==> src/rtl/can_tx_alloc_pkg.sv <==
package can_tx_alloc_pkg;
  localparam int unsigned WORD_W        = 32;
  localparam int unsigned CMD_W         = 8;
  localparam logic [WORD_W-1:0] INFO_KEEP = 32'hC00F_0000;
  localparam int unsigned CMD_TX_BIT    = 0;
  localparam int unsigned CMD_SRR_BIT   = 4;
  localparam int unsigned CMD_SEL_BASE  = 5;
  localparam int unsigned STAT_STRIDE   = 8;
  localparam int unsigned STAT_FREE_OFS = 2;
endpackage

==> src/rtl/cta_pick.sv <==
module cta_pick #(
  parameter int unsigned NUM_SLOTS = 3
) (
  input  logic [NUM_SLOTS-1:0] free_i,
  output logic [NUM_SLOTS-1:0] sel_o,
  output logic                 any_o
);
  // lower index wins
  logic [NUM_SLOTS:0] taken;
  assign taken[0] = 1'b0;
  for (genvar k = 0; k < NUM_SLOTS; k++) begin : g_pri
    assign sel_o[k]   = free_i[k] & ~taken[k];
    assign taken[k+1] = taken[k] | free_i[k];
  end
  assign any_o = taken[NUM_SLOTS];
endmodule

==> src/rtl/cta_cmd_enc.sv <==
module cta_cmd_enc
  import can_tx_alloc_pkg::*;
#(
  parameter int unsigned NUM_SLOTS = 3
) (
  input  logic [NUM_SLOTS-1:0] sel_i,
  input  logic                 self_rx_i,
  input  logic                 self_test_i,
  output logic [CMD_W-1:0]     cmd_o
);
  logic srr;
  assign srr = self_rx_i | self_test_i;

  always_comb begin
    cmd_o = '0;
    for (int k = 0; k < NUM_SLOTS; k++) begin
      if (sel_i[k]) cmd_o[CMD_SEL_BASE+k] = 1'b1;
    end
    if (|sel_i) begin
      cmd_o[CMD_TX_BIT]  = ~srr;
      cmd_o[CMD_SRR_BIT] = srr;
    end
  end
endmodule

==> src/rtl/cta_free_track.sv <==
module cta_free_track #(
  parameter int unsigned NUM_SLOTS = 3
) (
  input  logic                 clk_i,
  input  logic                 rst_ni,
  input  logic [NUM_SLOTS-1:0] load_i,
  input  logic [NUM_SLOTS-1:0] done_i,
  output logic [NUM_SLOTS-1:0] free_o
);
  for (genvar k = 0; k < NUM_SLOTS; k++) begin : g_slot
    always_ff @(posedge clk_i or negedge rst_ni) begin
      if (!rst_ni)        free_o[k] <= 1'b1;
      else if (load_i[k]) free_o[k] <= 1'b0;
      else if (done_i[k]) free_o[k] <= 1'b1;
    end

    a_r8_load_clears: assert property (@(posedge clk_i) disable iff (!rst_ni)
      load_i[k] |=> !free_o[k]);
    a_r8_done_sets: assert property (@(posedge clk_i) disable iff (!rst_ni)
      (done_i[k] && !load_i[k]) |=> free_o[k]);
  end
endmodule

==> src/rtl/can_tx_slot_alloc.sv <==
module can_tx_slot_alloc
  import can_tx_alloc_pkg::*;
#(
  parameter int unsigned NUM_SLOTS = 3,
  localparam int unsigned STAT_W   = NUM_SLOTS * STAT_STRIDE
) (
  input  logic                 clk_i,
  input  logic                 rst_ni,
  input  logic                 req_i,
  input  logic [WORD_W-1:0]    info_i,
  input  logic [WORD_W-1:0]    id_i,
  input  logic [WORD_W-1:0]    data_a_i,
  input  logic [WORD_W-1:0]    data_b_i,
  input  logic                 self_rx_i,
  input  logic                 self_test_i,
  input  logic [NUM_SLOTS-1:0] done_i,
  output logic [NUM_SLOTS-1:0] wr_en_o,
  output logic [WORD_W-1:0]    wr_info_o,
  output logic [WORD_W-1:0]    wr_id_o,
  output logic [WORD_W-1:0]    wr_da_o,
  output logic [WORD_W-1:0]    wr_db_o,
  output logic [CMD_W-1:0]     cmd_o,
  output logic                 cmd_vld_o,
  output logic                 accept_o,
  output logic                 reject_o,
  output logic [STAT_W-1:0]    status_o
);
  logic [NUM_SLOTS-1:0] free, sel, load;
  logic                 any_free, take;
  logic [CMD_W-1:0]     cmd_d;

  cta_pick #(.NUM_SLOTS(NUM_SLOTS)) u_pick (
    .free_i(free), .sel_o(sel), .any_o(any_free)
  );

  assign take = req_i & any_free;
  assign load = take ? sel : '0;

  cta_cmd_enc #(.NUM_SLOTS(NUM_SLOTS)) u_cmd (
    .sel_i(load), .self_rx_i(self_rx_i), .self_test_i(self_test_i), .cmd_o(cmd_d)
  );

  cta_free_track #(.NUM_SLOTS(NUM_SLOTS)) u_free (
    .clk_i(clk_i), .rst_ni(rst_ni), .load_i(load), .done_i(done_i), .free_o(free)
  );

  always_ff @(posedge clk_i or negedge rst_ni) begin
    if (!rst_ni) begin
      wr_en_o   <= '0;
      cmd_o     <= '0;
      cmd_vld_o <= 1'b0;
      accept_o  <= 1'b0;
      reject_o  <= 1'b0;
      wr_info_o <= '0;
      wr_id_o   <= '0;
      wr_da_o   <= '0;
      wr_db_o   <= '0;
    end else begin
      wr_en_o   <= load;
      cmd_o     <= cmd_d;
      cmd_vld_o <= take;
      accept_o  <= take;
      reject_o  <= req_i & ~any_free;
      if (take) begin
        wr_info_o <= info_i & INFO_KEEP;
        wr_id_o   <= id_i;
        wr_da_o   <= data_a_i;
        wr_db_o   <= data_b_i;
      end
    end
  end

  always_comb begin
    status_o = '0;
    for (int k = 0; k < NUM_SLOTS; k++) begin
      status_o[k*STAT_STRIDE+STAT_FREE_OFS] = free[k];
    end
  end

  a_r2_onehot_write: assert property (@(posedge clk_i) disable iff (!rst_ni)
    $onehot0(wr_en_o));
  a_r2_lowest_first: assert property (@(posedge clk_i) disable iff (!rst_ni)
    (req_i && free[0]) |=> wr_en_o[0]);
  a_r7_reject_quiet: assert property (@(posedge clk_i) disable iff (!rst_ni)
    reject_o |-> (wr_en_o == '0 && !cmd_vld_o && !accept_o));
  a_r7_full_keeps_flags: assert property (@(posedge clk_i) disable iff (!rst_ni)
    (req_i && free == '0 && done_i == '0) |=> (free == '0));
  a_r6_info_masked: assert property (@(posedge clk_i) disable iff (!rst_ni)
    cmd_vld_o |-> ((wr_info_o & ~INFO_KEEP) == '0));
  a_r5_self_test_srr: assert property (@(posedge clk_i) disable iff (!rst_ni)
    (req_i && self_test_i && any_free) |=> (cmd_o[CMD_SRR_BIT] && !cmd_o[CMD_TX_BIT]));
  a_r9_cmd_with_write: assert property (@(posedge clk_i) disable iff (!rst_ni)
    cmd_vld_o |-> (wr_en_o != '0 && accept_o));
  a_r9_cmd_idle_zero: assert property (@(posedge clk_i) disable iff (!rst_ni)
    !cmd_vld_o |-> (cmd_o == '0));
endmodule

==> config.mk <==
export PLATFORM = sky130hd
export DESIGN_NAME = can_tx_slot_alloc
export DESIGN_NICKNAME = d
export VERILOG_FILES = /design/src/rtl/can_tx_alloc_pkg.sv /design/src/rtl/cta_pick.sv /design/src/rtl/cta_cmd_enc.sv /design/src/rtl/cta_free_track.sv /design/src/rtl/can_tx_slot_alloc.sv
export SDC_FILE = /design/constraint.sdc
export NUM_CORES = 1
export LEC_CHECK = 0
export BUFFER_PORTS_ARGS = -buffer_cell sky130_fd_sc_hd__buf_4
export CELL_PAD_IN_SITES_DETAIL_PLACEMENT = 1
export CELL_PAD_IN_SITES_GLOBAL_PLACEMENT = 1
export CORE_ASPECT_RATIO = 1.75
export CORE_MARGIN = 2
export CORE_UTILIZATION = 37
export CTS_BUF_LIST = sky130_fd_sc_hd__clkbuf_2
export CTS_CLUSTER_SIZE = 10
export DETAILED_ROUTE_END_ITERATION = 16
export PLACE_DENSITY_LB_ADDON = 0.05
export REMOVE_ABC_BUFFERS = 1
export SLEW_MARGIN = 15
export SYNTH_ARGS = -nofsm -noshare
export SYNTH_HDL_FRONTEND = slang
export SYNTH_HIERARCHICAL = 1
export SYNTH_SLANG_ARGS = --single-unit
==> constraint.sdc <==
create_clock -name clk_i -period 2.85 [get_ports clk_i]
set_input_delay 0.57 -clock clk_i [delete_from_list [all_inputs] [get_ports clk_i]]
set_output_delay 0.57 -clock clk_i [all_outputs]
set_load 0.02 [all_outputs]
==> key figures, run 1 <==
Status
  • Run status: finished, final reports clean

Pwr
  • Fraction of power consumed by the clock network: 26.1%
  • Gate power share: 26.6%
  • Part of the total power dissipated in sequential elements: 47.3%
  • PnR Total Power: 4.17 mW
  • Pwr per Cell Area: 605 nW/um2
  • Total leakage power: 3.58 nW
  • Internal power contribution: 2.91 mW
  • Maximum vdd ir drop: 0.000320 V
  • Power spent charging and discharging nets: 1.26 mW
  • Switching fraction of total power: 30.2%

Detailed routing
  • Wirelength per Cell: 17.1 um
  • Final antenna-violating net count: 0
  • Sum of routed wire length over all layers: 12400 um
  • Mean number of vias per cell: 4.40
  • Starting DRT DRC Count: 79
  • Total vias in the final route: 3190
  • Highest routing layer actually used: met4
  • Detailed-route wire length on metal 1: 4310 um
  • Wire length on met3: 920 um
  • Met2 layer wire length in the routed design: 6850 um
  • Length of the first detailed-routing pass in iterations: 4
  • DRC viols: 0

STA
  • Final Max Slew Viols: 0
  • Final critical path time including I/O delays and setup: 1950 ps
  • Portion of the clock cycle consumed by the worst path in the final layout: 68.4%
  • Number of hold-slack violations in the final timing report: 0
  • Transition time at the pin with the least slew margin: 548 ps
  • Upper clock frequency limit: 513 MHz
  • TNS Setup: 0 ps
  • RSZ-0062 raised after global routing: false
  • Count of endpoints failing setup in the final report: 0
  • Max-Slew Margin vs Limit: 63.5%
  • Worst clock skew: 19.4 ps

Synthesis
  • Gate count of the mapped netlist: 304
  • Count of different cell masters after synthesis: 18
  • Mean area per synthesized cell: 16.7 um2
  • Number of enable flip-flop cells after synthesis: 0
  • Post-synth top flop: sky130_fd_sc_hd__dfrtp_1
  • Count of yosys warnings during synthesis: 6
  • Share of async-settable or async-resettable flops after synthesis: 100%
  • Cell area after technology mapping: 5080 um2
  • Yosys reg bits: 118
  • Part of the Yosys area used for sequential elements: 58.2%

Die
  • Core region area: 13400 um2
  • I/O pin count: 302
  • Die W: 92.6 um
  • Area of the die: 14700 um2
  • Die H: 159 um
  • Number of cell rows: 56
  • Effective utilization at floorplan: 37.9%

Clocking
  • Gates resized, CTS repair: 0
  • Number of buffers created by CTS: 17
  • Buffer levels on the longest clock path: 2
  • # Post-CTS Setup Buffers: 0
  • Clock root cell: sky130_fd_sc_hd__clkbuf_2
  • TritonCTS clock tree: built
  • Clock slew at the register clock pins of the worst setup and hold paths: 170 ps
  • H-tree levels: 4
  • Clock sink count: 118
  • Clock latency at the later pin of the worst-skew pair: 620 ps
  • Quantity of hold-fixing buffers added after cts: 1

Setup path
  • Worst setup startpoint: u_free/free_o[1]
  • Worst path required time: 3360 ps
  • Stages on worst setup path: 4
  • Number of buffers and inverters on the critical path: 1
  • Slack of the worst reg-to-reg path: 900 ps
  • Highest net fanout along the worst path: 34
  • R2r worst-path depth: 4
  • R2R Path Start: u_free/free_o[1]
  • Delay contributed by the slowest stage of the critical path: 600 ps
  • Kind of start point of the critical path: register
  • Sort of element at the end of the critical path: register
  • Cell chain of the critical path: or3_1 > and2_4 > buf_4 > mux2_2
  • Endpoint of the lowest-slack register-to-register path: wr_db_o[1]
  • Worst Setup Path Type: register to register
  • CP max-delay cell: sky130_fd_sc_hd__dfstp_2
  • Endpoint arrival time on the critical path: 2460 ps
  • Top cell family by delay on the critical path: flip-flops

Hold path
  • Hold WC Path Type: input port to register
  • Cell count of the worst hold path: 2
  • Launch instance of the worst min-delay path: self_rx_i
  • Hold EP: cmd_o[0]

Final layout
  • Layout area overhead: 35.7%
  • Share of layout cells above drive strength 1: 67.1%
  • Commonest cells after routing, fill and taps aside: sky130_fd_sc_hd__buf_4 (230), sky130_fd_sc_hd__dfrtp_1 (115), sky130_fd_sc_hd__mux2_4 (69)
  • Most common library cell in the layout ignoring fill and taps: sky130_fd_sc_hd__buf_4
  • Final layout net count: 673

Global routing
  • Number of antenna violations at the first check in global routing: 1
  • Largest net degree at the start of global routing: 70
  • Congestion Overflow GR: 0
  • GRT Total Usage: 17.1%
  • Global-route wire length before repair: 19300 um
  • Vias in the first global route: 3443

Placement
  • HPWL after detailed placement: 9100 um
  • Count of input and output buffers: 228
  • Final weighted congestion of routability-driven global placement: 0.712

Run
  • Max Cap Violations: 0
## cell type report
type                       instances  area (um2)
timing repair buffer             233        1780
sequential                       118        2960
tap                              174         218
multi-input combinational        167        1700
clock inverter                    12         135
fill                            1432        6490
antenna                            1        2.50
clock buffer                      20         100
## cells in the mapped netlist (2+ instances only)
master	n	area share, %
sky130_fd_sc_hd__dfrtp_1	115	57
sky130_fd_sc_hd__buf_2	3	0.30
sky130_fd_sc_hd__dfstp_2	3	1.6
sky130_fd_sc_hd__nor2_1	2	0.15
sky130_fd_sc_hd__mux2_4	69	20
sky130_fd_sc_hd__buf_4	55	8.1
sky130_fd_sc_hd__buf_12	8	3.2
sky130_fd_sc_hd__and3_1	3	0.37
sky130_fd_sc_hd__mux2_2	33	7.3
sky130_fd_sc_hd__o21ba_1	3	0.59
sky130_fd_sc_hd__nor2b_1	2	0.25
sky130_fd_sc_hd__conb_1	2	0.15
## worst max path at each step
| stage | to | slack, ps |
|---|---|---|
| after detailed placement | wr_db_o[10] | 910 |
| after global routing | status_o[10] | 780 |
| final | wr_db_o[1] | 900 |
| after global placement | wr_da_o[31] | 960 |
| after CTS | status_o[10] | 790 |
| after floorplan | wr_da_o[31] | 460 |
## flip-flops by register name, summed over array words and instances (netlist names)
signal,cells
accept_o,1
wr_db_o,32
reject_o,1
cmd_o,8
wr_id_o,32
u_free/free_o,3
wr_en_o,3
wr_da_o,32
wr_info_o,6
## through the flow
step	utilization (%)	instance area (um2)	cells	hold WS (ps)	worst slack, ps
after floorplan	-	4660	285	274	459
after global placement	49.6	6640	691	493	958
after detailed placement	49.6	6640	691	495	908
after CTS	51.5	6890	724	12.1	793
after global routing	51.5	6890	725	32.0	776
final	51.5	6890	725	110	899
## per-layer routing
layer / global-route usage [%] / vias up
li1: - / 1395
met1: 18.3 / 1619
met5: 0 / -
met4: 7.19 / 0
met3: 5.30 / 20
met2: 30.5 / 156
## power groups by stage
| stage | registers (mW) | logic [mW] | clock network [mW] |
|---|---|---|---|
| after global placement | 1.99 | 1.11 | 0 |
| after CTS | 1.97 | 1.13 | 1.16 |
| after floorplan | 2.23 | 0.357 | 0 |
| after detailed placement | 2.00 | 1.12 | 0 |
| final | 1.97 | 1.11 | 1.09 |
| after global routing | 2.00 | 1.17 | 1.22 |
## cell families after synthesis
logic type | count (synthesis) | share of synthesized area [%]
mux | 102 | 27.7
other cells | 2 | 0.148
flops | 118 | 58.2
buf+inv | 67 | 11.8
compound gates | 3 | 0.591
simple gates | 12 | 1.50
Power figures use the tool's default switching activity.
==> inputs of run 2 (changes only) <==
- ABC_AREA: default -> 1
- CORE_UTILIZATION: 37 -> 29
- clock period: 2.85 -> 1.65 ns (I/O delays scaled with it)
==> key figures, run 2 <==
Setup path
  • Worst setup startpoint: u_free/free_o[2]
  • Endpoint arrival time on the critical path: 1290 ps (-1170 ps)
  • Sort of element at the end of the critical path: primary output
  • CP max-delay cell: sky130_fd_sc_hd__dfstp_2
  • Delay contributed by the slowest stage of the critical path: 580 ps (-20 ps)
  • Worst path required time: 1320 ps (-2040 ps)
  • Stages on worst setup path: 1 (-3)
  • Number of buffers and inverters on the critical path: 1 (unchanged)
  • Kind of start point of the critical path: register
  • Worst Setup Path Type: register to primary output
  • R2r worst-path depth: 7 (+3)
  • Top cell family by delay on the critical path: flip-flops
  • R2R Path Start: u_free/free_o[2]
  • Highest net fanout along the worst path: 2 (-94%)
  • Cell chain of the critical path: buf_6

Synthesis
  • Share of async-settable or async-resettable flops after synthesis: 100% (unchanged)
  • Number of enable flip-flop cells after synthesis: 0 (unchanged)
  • Most frequent cell after synthesis: sky130_fd_sc_hd__nand2_1
  • Yosys reg bits: 118 (unchanged)
  • Gate count of the mapped netlist: 547 (+80%)
  • Top post-synthesis cells by area: sky130_fd_sc_hd__dfrtp_1 (56%), sky130_fd_sc_hd__nand2_1 (14%), sky130_fd_sc_hd__nand3_1 (10%)
  • Cell area after technology mapping: 5120 um2 (+0.81%)
  • Count of yosys warnings during synthesis: 6 (unchanged)
  • Synth area leader: sky130_fd_sc_hd__dfrtp_1
  • Most used standard cells in the synthesized netlist: sky130_fd_sc_hd__nand2_1 (195), sky130_fd_sc_hd__dfrtp_1 (115), sky130_fd_sc_hd__nand3_1 (103)
  • Count of different cell masters after synthesis: 16 (-2)
  • Post-synth top flop: sky130_fd_sc_hd__dfrtp_1
  • Part of the Yosys area used for sequential elements: 57.8% (-0.47 points)
  • Area share of the leading cell type in the synthesized netlist: 56.2% (-0.46 points)
  • Mean area per synthesized cell: 9.36 um2 (-44%)

Die
  • Effective utilization at floorplan: 29.5% (-8.5 points)
  • I/O pin count: 302 (unchanged)
  • Die W: 104 um (+13%)
  • Die H: 180 um (+13%)
  • Core region area: 17400 um2 (+30%)
  • Area of the die: 18800 um2 (+28%)
  • Number of cell rows: 64 (+14%)

Run
  • Max Cap Violations: 0 (unchanged)

Detailed routing
  • Wirelength per Cell: 15.3 um (-10%)
  • Mean number of vias per cell: 4.27 (-3.1%)
  • Sum of routed wire length over all layers: 17700 um (+43%)
  • Final antenna-violating net count: 0 (unchanged)
  • Length of the first detailed-routing pass in iterations: 4 (unchanged)
  • DRC viols: 0 (unchanged)
  • Starting DRT DRC Count: 112 (+42%)
  • Total vias in the final route: 4935 (+55%)

Pwr
  • Pwr per Cell Area: 855 nW/um2 (+41%)
  • Total leakage power: 4.67 nW (+30%)
  • Maximum vdd ir drop: 0.000389 V (+22%)

Clocking
  • Clock latency at the later pin of the worst-skew pair: 610 ps (about the same)
  • Clock slew at the register clock pins of the worst setup and hold paths: 180 ps (about the same)
  • Clock sink count: 118 (unchanged)
  • Clock root cell: sky130_fd_sc_hd__clkbuf_2
  • Number of buffers created by CTS: 17 (unchanged)
  • Buffer levels on the longest clock path: 2 (unchanged)
  • H-tree levels: 4 (unchanged)
  • TritonCTS clock tree: built

Final layout
  • Layout area overhead: 70.4%
  • Share of layout cells above drive strength 1: 36.0% (-31 points)
  • Most common library cell in the layout ignoring fill and taps: sky130_fd_sc_hd__nand2_1
  • Fill count: 2035 (+42%)
  • Final layout net count: 1048 (+56%)
  • Area of the multi-input gates: 1620 um2 (-5.0%)
  • Sequential cell area in the final layout: 2960 um2 (unchanged)
  • Commonest cells after routing, fill and taps aside: sky130_fd_sc_hd__nand2_1 (195), sky130_fd_sc_hd__buf_4 (182), sky130_fd_sc_hd__dfrtp_1 (115)
  • Largest registers ranked by flip-flop count: wr_da_o: 32 flops, wr_db_o: 32 flops, wr_id_o: 32 flops
  • Cell Count, Final, Fillers Out: 1157 (+60%)

Status
  • Run status: finished, final reports clean

Global routing
  • Global-route wire length before repair: 27200 um (+41%)
  • Largest net degree at the start of global routing: 43 (-39%)
  • Congestion Overflow GR: 0 (unchanged)
  • Vias in the first global route: 5206 (+51%)
  • Number of antenna violations at the first check in global routing: 1 (unchanged)
  • GRT Total Usage: 18.3% (+1.2 points)

STA
  • Upper clock frequency limit: 617 MHz
  • Portion of the clock cycle consumed by the worst path in the final layout: 98.3%
  • Number of hold-slack violations in the final timing report: 0 (unchanged)
  • TNS Setup: 0 ps (unchanged)
  • Count of endpoints failing setup in the final report: 0 (unchanged)
  • Final critical path time including I/O delays and setup: 1620 ps
  • Final Max Slew Viols: 0 (unchanged)
  • Worst clock skew: 22.0 ps (+2.67 ps)
  • RSZ-0062 raised after global routing: true

Placement
  • Placed Instances: 979 (+42%)
  • HPWL after detailed placement: 11400 um (+25%)
  • Final weighted congestion of routability-driven global placement: 0.746 (+4.8%)
  • Count of input and output buffers: 228 (unchanged)

Hold path
  • Hold WC Path Type: input port to asynchronous set/reset pin
run 2: what timing repair did:
item | CTS | global route
buffers inserted | 4 | 31
pin swaps | 0 | 0
gates cloned | 0 | 0
hold buffers | 109 | 1
resized for setup | 4 | 88
setup endpoints to repair | 5 | 98
hold endpoints to repair | 223 | 1
run 2: cell type report:
class                      instances  area share (%)
clock buffer                      21            1.21
antenna                            1          0.0287
sequential                       118            33.9
clock inverter                    11            1.25
timing repair buffer             388            41.3
inverter                          11           0.473
tap                              231            3.31
multi-input combinational        376            18.5
run 2: power breakdown:
group	internal, mW	leakage [nW]	switching (mW)	total, mW
combinational	1.13	3.08	1.15	2.28
clock	0.695	0.141	1.08	1.78
sequential	3.19	1.44	0.205	3.40
run 2: path summary, 6_finish.rpt:
path | end | slack (ps)
hold / removal | wr_da_o[18] | 110
setup reg to reg | wr_id_o[3] | 120
max in group asynchronous | u_free/free_o[0] | 950
hold reg to reg | wr_db_o[16] | 500
min in group clk_i | wr_id_o[27] | 480
setup / recovery | status_o[18] | 30
run 2: cell families (layout without fill, tap and decap cells):
group | count (synthesis) | in the layout | share of synthesized area [%]
flip-flops | 118 | 118 | 57.8
AO/OA/AOI/OAI | 2 | 2 | 0.342
buffers and inverters | 101 | 431 | 14.5
AND/OR/NAND/NOR | 324 | 324 | 27.2
other | 2 | 51 | 0.147
run 2: routing by layer:
layer,share of wire (%),global-route usage [%],vias to the layer above
met1,37,18.8,2389
met5,0,0,-
met4,2.5,5.57,0
li1,-,-,2346
met2,55,35.2,175
met3,5.7,4.86,25
run 2: per-stage QoR:
| stage | power (mW) | setup WS (ps) | hold WS [ps] | utilization, % | area, um2 |
|---|---|---|---|---|---|
| floorplan | 4.21 | -2580 | 34.4 | - | 4600 |
| global placement | 5.16 | 193 | 228 | 39.1 | 6800 |
| detailed placement | 5.21 | 153 | 234 | 39.1 | 6800 |
| CTS | 7.31 | -76.8 | 10.5 | 46.9 | 8150 |
| global route | 7.90 | -116 | 8.33 | 50.2 | 8720 |
| finish | 7.46 | 28.4 | 109 | 50.2 | 8720 |
